## config.mk

```make
export PLATFORM = sky130hd
export DESIGN_NAME = irq_halt_ctrl
export DESIGN_NICKNAME = d
export VERILOG_FILES = /design/src/rtl/irq_pkg.sv /design/src/rtl/irq_stat_bank.sv /design/src/rtl/irq_classify.sv /design/src/rtl/irq_ctrl_unit.sv /design/src/rtl/irq_halt_ctrl.sv
export SDC_FILE = /design/constraint.sdc
export NUM_CORES = 1
export LEC_CHECK = 0
export BUFFER_PORTS_ARGS = -buffer_cell sky130_fd_sc_hd__buf_4
export CORE_MARGIN = 1.5
export CORE_UTILIZATION = 40
export DETAILED_ROUTE_END_ITERATION = 10
export GPL_ROUTABILITY_DRIVEN = 1
export PLACE_DENSITY = 0.7
export SLEW_MARGIN = 10
export SYNTH_ARGS = -nofsm -noshare
export SYNTH_HDL_FRONTEND = slang
export SYNTH_SLANG_ARGS = --single-unit
```

## constraint.sdc

```tcl
create_clock -name clk -period 3.8 [get_ports clk]
set_clock_uncertainty 0.1 [all_clocks]
set_input_delay 0 -clock clk [delete_from_list [all_inputs] [get_ports clk]]
set_output_delay 0 -clock clk [all_outputs]
set_load 0.03 [all_outputs]
```

## src/rtl/irq_pkg.sv

```systemverilog
package irq_pkg;
    localparam int ST_W   = 8;
    localparam int ADDR_W = 3;
    localparam int NBANK  = 3;

    localparam logic [ADDR_W-1:0] A_TOP   = 3'd0;
    localparam logic [ADDR_W-1:0] A_STAT0 = 3'd1;
    localparam logic [ADDR_W-1:0] A_EN0   = 3'd4;
    localparam logic [ADDR_W-1:0] A_CTRL  = 3'd7;

    localparam int C_START = 0;
    localparam int C_MASK  = 1;
    localparam int C_CLRD  = 2;
    localparam int C_CLRP  = 3;
    localparam int C_FLUSH = 4;

    localparam int B_SEL   = 1;
    localparam int B_RESEL = 2;

    localparam logic [ST_W-1:0] NF_DMA = 8'h00;
    localparam logic [ST_W-1:0] NF_PA  = 8'h07;
    localparam logic [ST_W-1:0] NF_PB  = 8'h03;

    function automatic logic [ST_W-1:0] nf_mask(input int idx);
        case (idx)
            1:       return NF_PA;
            2:       return NF_PB;
            default: return NF_DMA;
        endcase
    endfunction
endpackage

```

## src/rtl/irq_stat_bank.sv

```systemverilog
module irq_stat_bank #(
    parameter int W = 8
) (
    input  logic         clk,
    input  logic         rst_n,
    input  logic [W-1:0] evt_i,
    input  logic         rd_clr_i,
    input  logic         en_we_i,
    input  logic [W-1:0] en_wdata_i,
    output logic [W-1:0] st_o,
    output logic [W-1:0] en_o
);
    typedef struct packed {
        logic [W-1:0] st;
        logic [W-1:0] en;
    } bank_t;

    bank_t bank_d, bank_q;

    always_comb begin
        bank_d    = bank_q;
        bank_d.st = (rd_clr_i ? '0 : bank_q.st) | evt_i;
        if (en_we_i) bank_d.en = en_wdata_i;
    end

    always_ff @(posedge clk or negedge rst_n) begin
        if (!rst_n) bank_q <= '0;
        else        bank_q <= bank_d;
    end

    assign st_o = bank_q.st;
    assign en_o = bank_q.en;
endmodule

```

## src/rtl/irq_classify.sv

```systemverilog
module irq_classify #(
    parameter int           W       = 8,
    parameter logic [W-1:0] NF_MASK = '0
) (
    input  logic [W-1:0] st_i,
    input  logic [W-1:0] en_i,
    output logic         fatal_o,
    output logic         irq_o
);
    logic [W-1:0] fatal_vec;
    always_comb begin
        fatal_vec = st_i & (~NF_MASK | en_i);
        fatal_o   = |fatal_vec;
        irq_o     = |(st_i & en_i);
    end
endmodule

```

## src/rtl/irq_ctrl_unit.sv

```systemverilog
module irq_ctrl_unit (
    input  logic clk,
    input  logic rst_n,
    input  logic ctrl_we_i,
    input  logic start_i,
    input  logic mask_i,
    input  logic clr_dma_i,
    input  logic clr_proto_i,
    input  logic flush_i,
    input  logic fatal_any_i,
    input  logic irq_any_i,
    input  logic seq_running_i,
    input  logic fifo_empty_i,
    output logic irq_n_o,
    output logic halt_o,
    output logic mask_o,
    output logic clr_dma_o,
    output logic clr_proto_o,
    output logic flush_o,
    output logic fifo_empty_o
);
    typedef struct packed {
        logic mask;
        logic halt;
        logic clr_dma;
        logic clr_proto;
        logic flush;
        logic fempty;
    } ctrl_t;

    ctrl_t ctrl_d, ctrl_q;
    logic  start_ok;

    always_comb begin
        ctrl_d           = ctrl_q;
        start_ok         = ctrl_we_i & start_i & ~fatal_any_i;
        ctrl_d.halt      = (ctrl_q.halt & ~start_ok) | (seq_running_i & fatal_any_i);
        if (ctrl_we_i) ctrl_d.mask = mask_i;
        ctrl_d.clr_dma   = ctrl_we_i & clr_dma_i;
        ctrl_d.clr_proto = ctrl_we_i & clr_proto_i;
        ctrl_d.flush     = ctrl_we_i & flush_i;
        ctrl_d.fempty    = fifo_empty_i;
    end

    always_ff @(posedge clk or negedge rst_n) begin
        if (!rst_n) ctrl_q <= '0;
        else        ctrl_q <= ctrl_d;
    end

    assign irq_n_o      = ~(irq_any_i & ~ctrl_q.mask);
    assign halt_o       = ctrl_q.halt;
    assign mask_o       = ctrl_q.mask;
    assign clr_dma_o    = ctrl_q.clr_dma;
    assign clr_proto_o  = ctrl_q.clr_proto;
    assign flush_o      = ctrl_q.flush;
    assign fifo_empty_o = ctrl_q.fempty;
endmodule

```

## src/rtl/irq_halt_ctrl.sv

```systemverilog
module irq_halt_ctrl
    import irq_pkg::*;
(
    input  logic              clk,
    input  logic              rst_n,
    input  logic [ST_W-1:0]   dma_evt_i,
    input  logic [ST_W-1:0]   proto_a_evt_i,
    input  logic [ST_W-1:0]   proto_b_evt_i,
    input  logic              mode_target_i,
    input  logic              seq_running_i,
    input  logic              dma_fifo_empty_i,
    input  logic              rd_en_i,
    input  logic              wr_en_i,
    input  logic [ADDR_W-1:0] addr_i,
    input  logic [ST_W-1:0]   wdata_i,
    output logic [ST_W-1:0]   rd_data_o,
    output logic              irq_n_o,
    output logic              halt_req_o,
    output logic              dma_pend_o,
    output logic              proto_pend_o,
    output logic              fifo_empty_o,
    output logic              clr_dma_fifo_o,
    output logic              clr_proto_fifo_o,
    output logic              flush_dma_fifo_o
);
    logic [ST_W-1:0] evt   [NBANK];
    logic [ST_W-1:0] st    [NBANK];
    logic [ST_W-1:0] en    [NBANK];
    logic [NBANK-1:0] fatal_b, irq_b;
    logic            mask_q;
    logic            ctrl_we;
    logic [ST_W-1:0] role_keep;

    always_comb begin
        role_keep          = '1;
        role_keep[B_SEL]   = mode_target_i;
        role_keep[B_RESEL] = ~mode_target_i;
        evt[0] = dma_evt_i;
        evt[1] = proto_a_evt_i & role_keep;
        evt[2] = proto_b_evt_i;
    end

    for (genvar gi = 0; gi < NBANK; gi++) begin : g_bank
        localparam logic [ADDR_W-1:0] ST_ADDR = A_STAT0 + ADDR_W'(gi);
        localparam logic [ADDR_W-1:0] EN_ADDR = A_EN0 + ADDR_W'(gi);
        logic rd_clr, en_we;
        assign rd_clr = rd_en_i && (addr_i == ST_ADDR);
        assign en_we  = wr_en_i && (addr_i == EN_ADDR);

        irq_stat_bank #(.W(ST_W)) u_bank (
            .clk        (clk),
            .rst_n      (rst_n),
            .evt_i      (evt[gi]),
            .rd_clr_i   (rd_clr),
            .en_we_i    (en_we),
            .en_wdata_i (wdata_i),
            .st_o       (st[gi]),
            .en_o       (en[gi])
        );

        irq_classify #(.W(ST_W), .NF_MASK(nf_mask(gi))) u_cls (
            .st_i    (st[gi]),
            .en_i    (en[gi]),
            .fatal_o (fatal_b[gi]),
            .irq_o   (irq_b[gi])
        );
    end

    assign ctrl_we = wr_en_i && (addr_i == A_CTRL);

    irq_ctrl_unit u_ctrl (
        .clk           (clk),
        .rst_n         (rst_n),
        .ctrl_we_i     (ctrl_we),
        .start_i       (wdata_i[C_START]),
        .mask_i        (wdata_i[C_MASK]),
        .clr_dma_i     (wdata_i[C_CLRD]),
        .clr_proto_i   (wdata_i[C_CLRP]),
        .flush_i       (wdata_i[C_FLUSH]),
        .fatal_any_i   (|fatal_b),
        .irq_any_i     (|irq_b),
        .seq_running_i (seq_running_i),
        .fifo_empty_i  (dma_fifo_empty_i),
        .irq_n_o       (irq_n_o),
        .halt_o        (halt_req_o),
        .mask_o        (mask_q),
        .clr_dma_o     (clr_dma_fifo_o),
        .clr_proto_o   (clr_proto_fifo_o),
        .flush_o       (flush_dma_fifo_o),
        .fifo_empty_o  (fifo_empty_o)
    );

    assign dma_pend_o   = |st[0];
    assign proto_pend_o = |st[1] | |st[2];

    always_comb begin
        rd_data_o = '0;
        case (addr_i)
            3'd0: rd_data_o = {4'b0, fifo_empty_o, halt_req_o, proto_pend_o, dma_pend_o};
            3'd1: rd_data_o = st[0];
            3'd2: rd_data_o = st[1];
            3'd3: rd_data_o = st[2];
            3'd4: rd_data_o = en[0];
            3'd5: rd_data_o = en[1];
            3'd6: rd_data_o = en[2];
            default: rd_data_o[C_MASK] = mask_q;
        endcase
    end
endmodule

```

==> results of run 1 <==
## where the power goes
part           total [W]  switching (W)  internal [W]
clock network   0.000329       0.000182      0.000147
logic           0.000313       0.000139      0.000174
registers       0.000713      0.0000690      0.000644
total            0.00136       0.000390      0.000966
## worst register-to-register path: cells and delay by family (launching register included)
family | cells | cell delay (ns)
and+or+nand+nor | 3 | 0.92
buffers and inverters | 1 | 0.58
DFF | 1 | 0.43
AOI/OAI and AO/OA | 1 | 0.12
## cell usage in the layout (no fill, tap or decap), drive strengths merged, types with 4 or more instances in the layout
| cell type | Yosys | layout |
|---|---|---|
| o21ai | 4 | 4 |
| a21oi | 10 | 10 |
| mux2i | 6 | 6 |
| buf | 6 | 57 |
| nand3 | 4 | 4 |
| nor2 | 10 | 10 |
| a22o | 4 | 4 |
| a22oi | 8 | 8 |
| a221oi | 5 | 5 |
| nand2 | 11 | 11 |
| dlygate4sd3 | 0 | 36 |
| clkbuf | 1 | 7 |
| nor4 | 4 | 4 |
| inv | 4 | 4 |
| dfrtp | 54 | 54 |
| mux2 | 32 | 32 |
| a21o | 22 | 22 |
## sequential cells by signal (all words and copies together) (netlist names)
| name | flops |
|---|---|
| g_bank.u_bank.en_o | 24 |
| g_bank.u_bank.st_o | 24 |
| u_ctrl.clr_dma_o | 1 |
| u_ctrl.clr_proto_o | 1 |
| u_ctrl.fifo_empty_o | 1 |
| u_ctrl.flush_o | 1 |
| u_ctrl.halt_o | 1 |
| u_ctrl.mask_o | 1 |
## repair_timing
item,in CTS,in global routing
endpoints found under the hold margin,108,0
resized for setup,0,0
hold buffers,36,0
## cell families (layout without fill, tap and decap cells)
group | after synthesis | in the layout
buf+inv | 11 | 105
flops | 54 | 54
compound gates | 65 | 65
mux | 40 | 40
simple gates | 45 | 45
## final timing paths
| path | start | cells after the start | slack [ns] | end |
|---|---|---|---|---|
| worst max-delay path | g_bank[0].u_bank.st_o[6]$_DFF_PN0_ | 5 | 1.55 | u_ctrl.halt_o$_DFF_PN0_ |
| worst min-delay path | wr_en_i | 3 | 0.08 | g_bank[2].u_bank.en_o[1]$_DFFE_PN0P_ |
| worst max register to register | g_bank[0].u_bank.st_o[6]$_DFF_PN0_ | 5 | 1.55 | u_ctrl.halt_o$_DFF_PN0_ |
| worst min register to register | g_bank[2].u_bank.st_o[1]$_DFF_PN0_ | 1 | 0.44 | g_bank[2].u_bank.st_o[1]$_DFF_PN0_ |
| max in group asynchronous | rst_n | 2 | 2.99 | g_bank[0].u_bank.st_o[6]$_DFF_PN0_ |
| min in group asynchronous | rst_n | 2 | 0.17 | g_bank[2].u_bank.st_o[2]$_DFF_PN0_ |
## per-layer routing
layer  track usage [%]  vias to the layer above  wire length [um]
met5                 0                        -                 0
met4              9.09                        0               270
met3              4.06                       29               464
met2              32.9                       97              3370
met1              26.6                     1099              2900
li1                  -                     1003                 -
## layout make-up
class                           count  share of cell area, %
Clock buffer                        7                   2.44
Sequential cell                    54                   38.1
Clock inverter                      1                  0.141
Multi-Input combinational cell    150                   33.9
Timing Repair Buffer               93                   22.2
Inverter                            4                  0.424
Tap cell                           77                   2.72
## through the flow
stage / power [W] / utilization (%)
2_1_floorplan: 0.000885 / -
5_1_grt: 0.00142 / 55.8
6_report: 0.00136 / 55.8
3_3_place_gp: 0.000999 / 48.7
4_1_cts: 0.00136 / 55.8
3_5_place_dp: 0.00101 / 48.7
==> summary.txt, run 1 <==
Outcome
  • Status: finished clean

Placement
  • Cell total after placement: 342
  • Dpl ws: 2.14 ns
  • Placement Cell Area: 3090 sq um
  • Final RePlAce weighted congestion: 0.885
  • HPWL after DPL: 4.95 mm
  • PortBufs: 57

Worst hold path
  • Worst hold path type: primary input to flip-flop

Finish
  • Non-Filler Instances: 386
  • Nets: 350
  • Design area: 3540 sq um
  • Seq. cell area: 1350 sq um
  • Diode count: 0
  • Area Growth Syn to Fin: 34.9%
  • Area occupied by multi-input gates: 1200 sq um
  • Layout cells sized above 1: 32.4%
  • Fill cells: 525

Floorplan
  • Io pins: 58
  • Core area: 6350 sq um
  • Die Span X: 84.0 um
  • Die Y: 84.0 um
  • Die area: 7060 sq um
  • Initial Util: 41.4%
  • Rows: 29

Logic synthesis
  • Count leader, synth: dfrtp_1
  • Post-Syn Area per Cell: 12.2 sq um
  • Largest area contributor in the netlist: dfrtp_1
  • Mapped Cells: 215
  • Sequential area share after synthesis: 51.5%
  • Mapped Area: 2630 sq um
  • Distinct cell type count after synthesis: 38
  • Syn Nets: 257
  • Yosys warnings: 0
  • Top FF cell, synth: dfrtp_1
  • Post-Synth Adder-Cell Area: 0%
  • Top post-synthesis cells by area: dfrtp_1 51%, mux2_2 14%, a21o_1 6.3%
  • Synth top area share: 51.5%
  • Largest family of logic cells by synthesized area: compound AO/OA/AOI/OAI gates
  • Post-synthesis compound-gate area fraction: 18.0%
  • Post-synth EDFFs: 0
  • Mux cell area share after synthesis: 18.0%
  • Yosys reg bits: 54
  • Xor/xnor share of the synthesized area: 0%
  • Ys async rst share: 100%
  • Simple-gate area share of the yosys netlist: 9.72%
  • Most frequent cells after synthesis: 54 x dfrtp_1, 32 x mux2_2, 22 x a21o_1, 11 x nand2_1

GRT
  • Gr ovfl total: 0
  • Antenna violations before repair: 0
  • GRT Util Overall: 20.4%
  • Largest net degree at the start of global routing: 55
  • Vias in the first global route: 2222
  • First-pass GRT wire length: 11.2 mm

Clock tree
  • Clk Latency, worst-skew pair: 0.31 ns
  • Clock Sinks: 54
  • Clk slew on worst S/H paths: 0.10 ns
  • Num CTS Buffers: 5
  • Maximum buffer depth of the clock tree: 2
  • Post-CTS setup buffer count: 0
  • CTS tree: yes
  • H-tree levels: 2
  • Root buf cell: clkbuf_8

Power
  • Leakage Power: 1.48 nW
  • Peak supply drop: 0.272 mV
  • Pwr dens: 383 nW/um^2

Worst setup path
  • Crit end category: flip-flop
  • Largest delay contributor family on the critical path: simple AND/OR/NAND/NOR gates
  • Critical path's largest stage delay: 0.58 ns
  • Slowest cell on crit path: dlygate4sd3_1
  • Max Fanout on Critical Path: 4
  • Critical Setup Path Class: flip-flop to flip-flop
  • Critical path required time: 3.90 ns
  • Cell Chain, Critical Path: nor4_1, nand2_1, nor3_1, a32oi_1, dlygate4sd3_1
  • Setup crit start kind: flip-flop
  • Buffer and inverter count on the worst path: 1
  • Crit path DAT: 2.35 ns

STA
  • Worst-Margin Slew: 0.672 ns
  • Final setup margin: 1.55 ns
  • RSZ-0062 raised after global routing: false
  • Min Clock Period, post-route: 2.25 ns
  • Fin. max-slew vios: 0
  • Fmax achieved: 444 MHz
  • Rel. slew slack: 55.2%
  • Total negative slack: 0 ns
  • Final setup vio count: 0
  • Final Hold Vio Count: 0
  • Fin Hold WS: 0.0815 ns
  • Final worst path period share: 59.3%

Detailed routing
  • Drt via density: 5.77
  • DR WL/cell: 18.1 um
  • DRT Wirelength: 7.00 mm
  • DR DRC count: 0
  • Vias after detailed routing: 2228
  • Final ANT Viol Nets: 0
  • Pre-antenna DRT Iters: 5
  • Starting DRT DRC Count: 210

Flow run
  • Max-cap violation count: 0
Power figures use the tool's default switching activity.
==> run 2: changes to the inputs <==
--- a/config.mk
+++ b/config.mk
@@ -5,12 +5,13 @@
 export SDC_FILE = /design/constraint.sdc
 export NUM_CORES = 1
 export LEC_CHECK = 0
+export ABC_AREA = 1
 export BUFFER_PORTS_ARGS = -buffer_cell sky130_fd_sc_hd__buf_4
 export CORE_MARGIN = 1.5
 export CORE_UTILIZATION = 40
 export DETAILED_ROUTE_END_ITERATION = 10
 export GPL_ROUTABILITY_DRIVEN = 1
-export PLACE_DENSITY = 0.7
+export PLACE_DENSITY = 0.72
 export SLEW_MARGIN = 10
 export SYNTH_ARGS = -nofsm -noshare
 export SYNTH_HDL_FRONTEND = slang
==> constraint.sdc (replaced) <==
create_clock -name clk -period 1.9 [get_ports clk]
set_clock_uncertainty 0.1 [all_clocks]
set_input_delay 0 -clock clk [delete_from_list [all_inputs] [get_ports clk]]
set_output_delay 0 -clock clk [all_outputs]
set_load 0.03 [all_outputs]
==> run 2 against run 1 <==
Net effect: total power increased by 110%; final cell count increased by 44%; flip-flop and latch count unchanged; non-clock buffer count increased by 1; largest cell class unchanged; highest routed layer unchanged; critical path depth increased by 2; count of clock-buffer cells in the layout decreased by 2; critical endpoint is now rd_data_o[1]; worst hold slack got worse by 0.063 ns; via count increased by 19%; sequential power increased by 96%; global-route usage increased by 2.7 points; synthesized cell count increased by 68%.
==> summary.txt, run 2 <==
Outcome
  • Status: finished clean

Worst hold path
  • Worst hold path type: primary input to flip-flop
  • Hold_sp: wr_en_i

Logic synthesis
  • Mapped Cells: 362
  • Largest family of logic cells by synthesized area: simple AND/OR/NAND/NOR gates
  • Most frequent cells after synthesis: 117 x nand2_1, 54 x dfrtp_1, 45 x inv_1, 39 x nor2_1, 22 x o21bai_1
  • Yosys warnings: 0
  • Synth top area share: 48.0%
  • Mux cell area share after synthesis: 0%
  • Top post-synthesis cells by area: dfrtp_1 48%, nand2_1 16%, inv_1 6.0%
  • Distinct cell type count after synthesis: 25
  • Ys async rst share: 100%
  • Xor/xnor share of the synthesized area: 0%
  • Simple-gate area share of the yosys netlist: 28.3%
  • Post-synth EDFFs: 0
  • Count leader, synth: nand2_1
  • Post-Synth Adder-Cell Area: 0%
  • Mapped Area: 2810 sq um
  • Syn Nets: 404
  • Largest area contributor in the netlist: dfrtp_1
  • Post-synthesis compound-gate area fraction: 15.7%
  • Top FF cell, synth: dfrtp_1
  • Yosys reg bits: 54
  • Sequential area share after synthesis: 48.0%
  • Post-Syn Area per Cell: 7.77 sq um

STA
  • Fmax achieved: 616 MHz
  • Final setup margin: 0.278 ns
  • Rel. slew slack: 53.9%
  • Min Clock Period, post-route: 1.62 ns
  • Final Hold Vio Count: 0
  • RSZ-0062 raised after global routing: false
  • Final worst path period share: 85.4%
  • Worst-Margin Slew: 0.691 ns
  • Fin. max-slew vios: 0
  • Total negative slack: 0 ns
  • Final setup vio count: 0

Finish
  • Layout cells sized above 1: 21.3%
  • Fill cells: 646
  • Commonest non-fill, non-tap cells in the layout: 117 x nand2_1, 57 x buf_4, 54 x dfrtp_1
  • Commonest non-fill, non-tap cell in the layout: nand2_1
  • Finished Core Util: 56.2%
  • Diode count: 0
  • Area Growth Syn to Fin: 35.6%
  • Nets: 501

Detailed routing
  • Final ANT Viol Nets: 0
  • Starting DRT DRC Count: 189
  • DRT Wirelength: 8.09 mm
  • Pre-antenna DRT Iters: 4
  • DR WL/cell: 14.5 um
  • Vias after detailed routing: 2653
  • Drt via density: 4.77
  • DR DRC count: 0

Worst setup path
  • Critical path required time: 1.80 ns
  • Most frequent CP cell: nand2_1
  • Slowest cell on crit path: dfrtp_1
  • Largest delay contributor family on the critical path: simple AND/OR/NAND/NOR gates
  • Cell Chain, Critical Path: nor2_1, nand2_1, nor2_1, nand2_1, nand2_1, nand4_1, buf_4
  • Setup crit start: g_bank[1].u_bank.st_o[4]$_DFF_PN0_
  • R2R Path Start: g_bank[1].u_bank.st_o[4]$_DFF_PN0_
  • Critical path's largest stage delay: 0.45 ns
  • Crit end category: primary output
  • Max Fanout on Critical Path: 4
  • Buffer and inverter count on the worst path: 1
  • Critical Setup Path Class: flip-flop to primary output
  • Setup crit start kind: flip-flop
  • R2R setup slack: 0.62 ns
  • Crit path DAT: 1.52 ns

GRT
  • Met1 usage: 31.2%
  • Grt met2 use: 37.3%
  • Most Crowded Layer GR: met2
  • Largest net degree at the start of global routing: 55
  • Gr ovfl total: 0
  • Vias in the first global route: 2641
  • First-pass GRT wire length: 13.3 mm
  • GRT Util Overall: 23.2%
  • M3 GR Usage: 3.89%
  • Antenna violations before repair: 0

Floorplan
  • Io pins: 58
  • Core area: 6790 sq um
  • Initial Util: 41.4%
  • Die Span X: 86.9 um
  • Die Y: 86.9 um
  • Rows: 30
  • Die area: 7550 sq um

Clock tree
  • Root buf cell: clkbuf_8
  • Clk Latency, worst-skew pair: 0.32 ns
  • CTS Hold Buffers Added: 37
  • Clock Sinks: 54
  • Post-CTS Resized: 0
  • Maximum buffer depth of the clock tree: 2
  • CTS tree: yes
  • Clk slew on worst S/H paths: 0.11 ns
  • Num CTS Buffers: 5
  • H-tree levels: 2
  • Post-CTS setup buffer count: 0

Power
  • Peak supply drop: 0.437 mV
  • Tot Pwr: 0.00288 W
  • Leakage Power: 2.05 nW
  • Pwr dens: 754 nW/um^2

Placement
  • Final RePlAce weighted congestion: 0.904
  • PortBufs: 57
  • Dpl ws: 0.599 ns
  • HPWL after DPL: 5.93 mm

Flow run
  • Max-cap violation count: 0
[run 2: cell count changes after synthesis, sizes merged, moves of 22 or more]
cell / before / now
a21o: 22 / 0
inv: 4 / 50
mux2: 32 / 0
nand2: 11 / 121
nor2: 10 / 44
o21ai: 4 / 37
o21bai: 0 / 22
[run 2: path summary, 6_finish.rpt]
path                                                        end  depth (start not counted)
max reg2reg                             u_ctrl.halt_o$_DFF_PN0_                          6
max in group asynchronous    g_bank[0].u_bank.st_o[5]$_DFF_PN0_                          2
max                                                rd_data_o[1]                          7
min                        g_bank[1].u_bank.en_o[4]$_DFFE_PN0P_                          3
min in group asynchronous    g_bank[1].u_bank.st_o[4]$_DFF_PN0_                          2
min reg2reg                g_bank[2].u_bank.en_o[3]$_DFFE_PN0P_                          2
[run 2: per-layer routing]
layer	up-vias	share of wire [%]
li1	1328	-
met5	-	0
met1	1245	47
met2	66	47
met3	14	4.4
met4	0	1.9
[run 2: logic make-up (layout without fill, tap and decap cells)]
family | count (synthesis) | count (layout)
buf+inv | 55 | 153
compound gates | 64 | 64
simple gates | 189 | 189
flops | 54 | 54
[run 2: through the flow]
step / instance area, sq um / std cells / hold WS (ns)
CTS: 3820 / 556 / 0.00895
finish: 3820 / 556 / 0.0182
floorplan: 2810 / 362 / -0.396
global placement: 3330 / 511 / -0.0176
detailed placement: 3330 / 511 / -0.00746
global route: 3820 / 556 / 0.0319
[run 2: tightest hold or removal path: stages]
cell     delay (ns)
buf_4          0.14
nand2_4        0.20
o21ai_2        0.06
[run 2: area by class of cell]
cell class / count / area [sq um] / share of cell area (%)
sequential: 54 / 1350 / 35.4
clock buffer: 5 / 68.8 / 1.80
timing repair buffer: 94 / 798 / 20.9
clock inverter: 3 / 47.5 / 1.25
tap: 96 / 120 / 3.15
inverter: 51 / 193 / 5.05
multi-input combinational: 253 / 1240 / 32.4
[run 2: power breakdown]
| part | leakage (nW) | internal [W] | total (W) | switching [W] |
|---|---|---|---|---|
| combinational | 1.39 | 0.000295 | 0.000654 | 0.000359 |
| clock | 0.0591 | 0.000403 | 0.000821 | 0.000418 |
| sequential | 0.596 | 0.00127 | 0.00140 | 0.000134 |
| total | 2.05 | 0.00197 | 0.00288 | 0.000911 |
==> run 3: changes to the inputs <==
--- a/config.mk
+++ b/config.mk
@@ -11,6 +11,7 @@
 export CORE_UTILIZATION = 40
 export DETAILED_ROUTE_END_ITERATION = 10
 export GPL_ROUTABILITY_DRIVEN = 1
+export GPL_TIMING_DRIVEN = 0
 export PLACE_DENSITY = 0.72
 export SLEW_MARGIN = 10
 export SYNTH_ARGS = -nofsm -noshare
==> run 3 against run 2 <==
Net effect: combinational power increased by 2%; largest cell class unchanged; register-to-register slack got worse by 0.50 ns; final cell count increased by 2.0%; worst hold slack improved by 0.047 ns; largest power group unchanged; setup slack got worse by 0.15 ns; global-route usage increased by 0.54 points; final area increased by 2.4%; clock power decreased by 4.3%.
==> summary.txt, run 3 (same netlist as run 2, synthesis figures left out) <==
Detailed routing
  • Vias after detailed routing: 2703
  • DR WL/cell: 14.5 um
  • Final ANT Viol Nets: 0
  • DRT Wirelength: 8.23 mm
  • Drt via density: 4.77
  • Pre-antenna DRT Iters: 4
  • DR DRC count: 0
  • Starting DRT DRC Count: 191

GRT
  • Gr ovfl total: 0
  • Vias in the first global route: 2678
  • Antenna violations before repair: 0
  • First-pass GRT wire length: 13.5 mm
  • GRT Util Overall: 23.7%
  • Largest net degree at the start of global routing: 55

Floorplan
  • Core area: 6790 sq um
  • Die Span X: 86.9 um
  • Rows: 30
  • Die Y: 86.9 um
  • Die area: 7550 sq um
  • Io pins: 58
  • Initial Util: 41.4%

Worst hold path
  • Hold_sp: rd_en_i
  • Worst hold path type: primary input to flip-flop
  • Worst hold path endpoint: g_bank[1].u_bank.st_o[1]$_DFF_PN0_
  • Hold depth: 4

Clock tree
  • Maximum buffer depth of the clock tree: 2
  • Num CTS Buffers: 5
  • H-tree levels: 2
  • Clk Latency, worst-skew pair: 0.32 ns
  • Clk slew on worst S/H paths: 0.10 ns
  • Root buf cell: clkbuf_8
  • Clock Sinks: 54
  • CTS tree: yes

STA
  • Worst-Margin Slew: 0.683 ns
  • Fin. max-slew vios: 0
  • Fmax achieved: 563 MHz
  • Final setup vio count: 0
  • Final Hold Vio Count: 0
  • RSZ-0062 raised after global routing: false
  • Final worst path period share: 93.5%
  • Min Clock Period, post-route: 1.78 ns
  • Total negative slack: 0 ns
  • Rel. slew slack: 54.4%
  • Fin Hold WS: 0.0652 ns

Worst setup path
  • R2R setup slack: 0.12 ns
  • Buffer and inverter count on the worst path: 2
  • Crit end category: flip-flop
  • Crit path DAT: 1.89 ns
  • Setup crit start: g_bank[0].u_bank.st_o[4]$_DFF_PN0_
  • Critical Setup Path Class: flip-flop to flip-flop
  • Critical path required time: 2.01 ns
  • Cell Chain, Critical Path: inv_1, nand3_1, nor2_2, nand3_1, nand2_1, nand2_1, dlygate4sd3_1
  • Slowest cell on crit path: dlygate4sd3_1
  • R2R cell count: 7
  • Critical path's largest stage delay: 0.54 ns
  • Crit path depth: 7
  • Max Fanout on Critical Path: 3
  • Largest delay contributor family on the critical path: buffers and inverters
  • R2R Path Start: g_bank[0].u_bank.st_o[4]$_DFF_PN0_
  • Crit Reg-Reg Endpoint: u_ctrl.halt_o$_DFF_PN0_
  • Setup crit start kind: flip-flop

Finish
  • Commonest non-fill, non-tap cells in the layout: 117 x nand2_1, 63 x buf_4, 53 x dfrtp_1
  • Diode count: 0
  • Nets: 513
  • Commonest non-fill, non-tap cell in the layout: nand2_1
  • Fill cells: 673
  • Area Growth Syn to Fin: 38.9%
  • Layout cells sized above 1: 23.1%

Power
  • Peak supply drop: 0.388 mV
  • Tot Pwr: 0.00285 W
  • Pwr dens: 730 nW/um^2
  • Leakage Power: 2.09 nW

Placement
  • PortBufs: 57
  • HPWL after DPL: 5.94 mm
  • Final RePlAce weighted congestion: 0.990

Flow run
  • Max-cap violation count: 0

Outcome
  • Status: finished clean
[run 3: changes by cell type in the layout (fill, tap and decap cells not counted), moves of 2 or more]
cell	previous run	this run
dlygate4sd3_1	37	39
inv_6	2	0
buf_6	0	2
buf_2	0	2
buf_4	57	63
[run 3: what timing repair did]
action | in CTS | in global routing
setup buffers | 0 | 6
hold endpoints to repair | 108 | 0
hold buffers | 39 | 0
setup endpoints to repair | 0 | 1
resized for setup | 0 | 2
[run 3: area by class of cell]
cell class / count / area, sq um / area share, %
Timing Repair Buffer: 102 / 863 / 22.1
Clock inverter: 2 / 38.8 / 0.992
Multi-Input combinational cell: 253 / 1240 / 31.7
Clock buffer: 5 / 68.8 / 1.76
Tap cell: 96 / 120 / 3.07
Sequential cell: 54 / 1350 / 34.6
Inverter: 51 / 193 / 4.93
Buffer: 4 / 32.5 / 0.832
[run 3: stage by stage]
| stage | instance area (sq um) | worst slack, ns | utilization, % | instances |
|---|---|---|---|---|
| after floorplan | 2810 | 0.546 | - | 362 |
| after global routing | 3910 | 0.00271 | 57.5 | 567 |
| after CTS | 3860 | 0.0556 | 56.8 | 561 |
| after detailed placement | 3360 | 0.593 | 49.5 | 515 |
| after global placement | 3360 | 0.589 | 49.5 | 515 |
| final | 3910 | 0.124 | 57.5 | 567 |
[run 3: worst min-delay path: stages]
cell     delay (ns)
buf_4          0.08
inv_1          0.13
o21ai_0        0.19
nand2_1        0.05
[run 3: power by group]
group,internal [W],leakage (nW),switching (W)
logic,0.000305,1.44,0.000361
clock network,0.000388,0.0542,0.000397
registers,0.00127,0.596,0.000131
[run 3: layer usage]
metal	global-route usage (%)	share of wire (%)
met5	0	0
met4	7.62	2.1
met3	3.51	4.4
met2	39.1	47
met1	32.1	46
[run 3: worst max path at each step]
| stage | to | slack, ns |
|---|---|---|
| floorplan | rd_data_o[1] | 0.55 |
| detailed placement | g_bank[0].u_bank.en_o[7]$_DFFE_PN0P_ | 0.59 |
| CTS | u_ctrl.halt_o$_DFF_PN0_ | 0.06 |
| global placement | rd_data_o[0] | 0.59 |
| finish | u_ctrl.halt_o$_DFF_PN0_ | 0.12 |
| global route | u_ctrl.halt_o$_DFF_PN0_ | 0.003 |
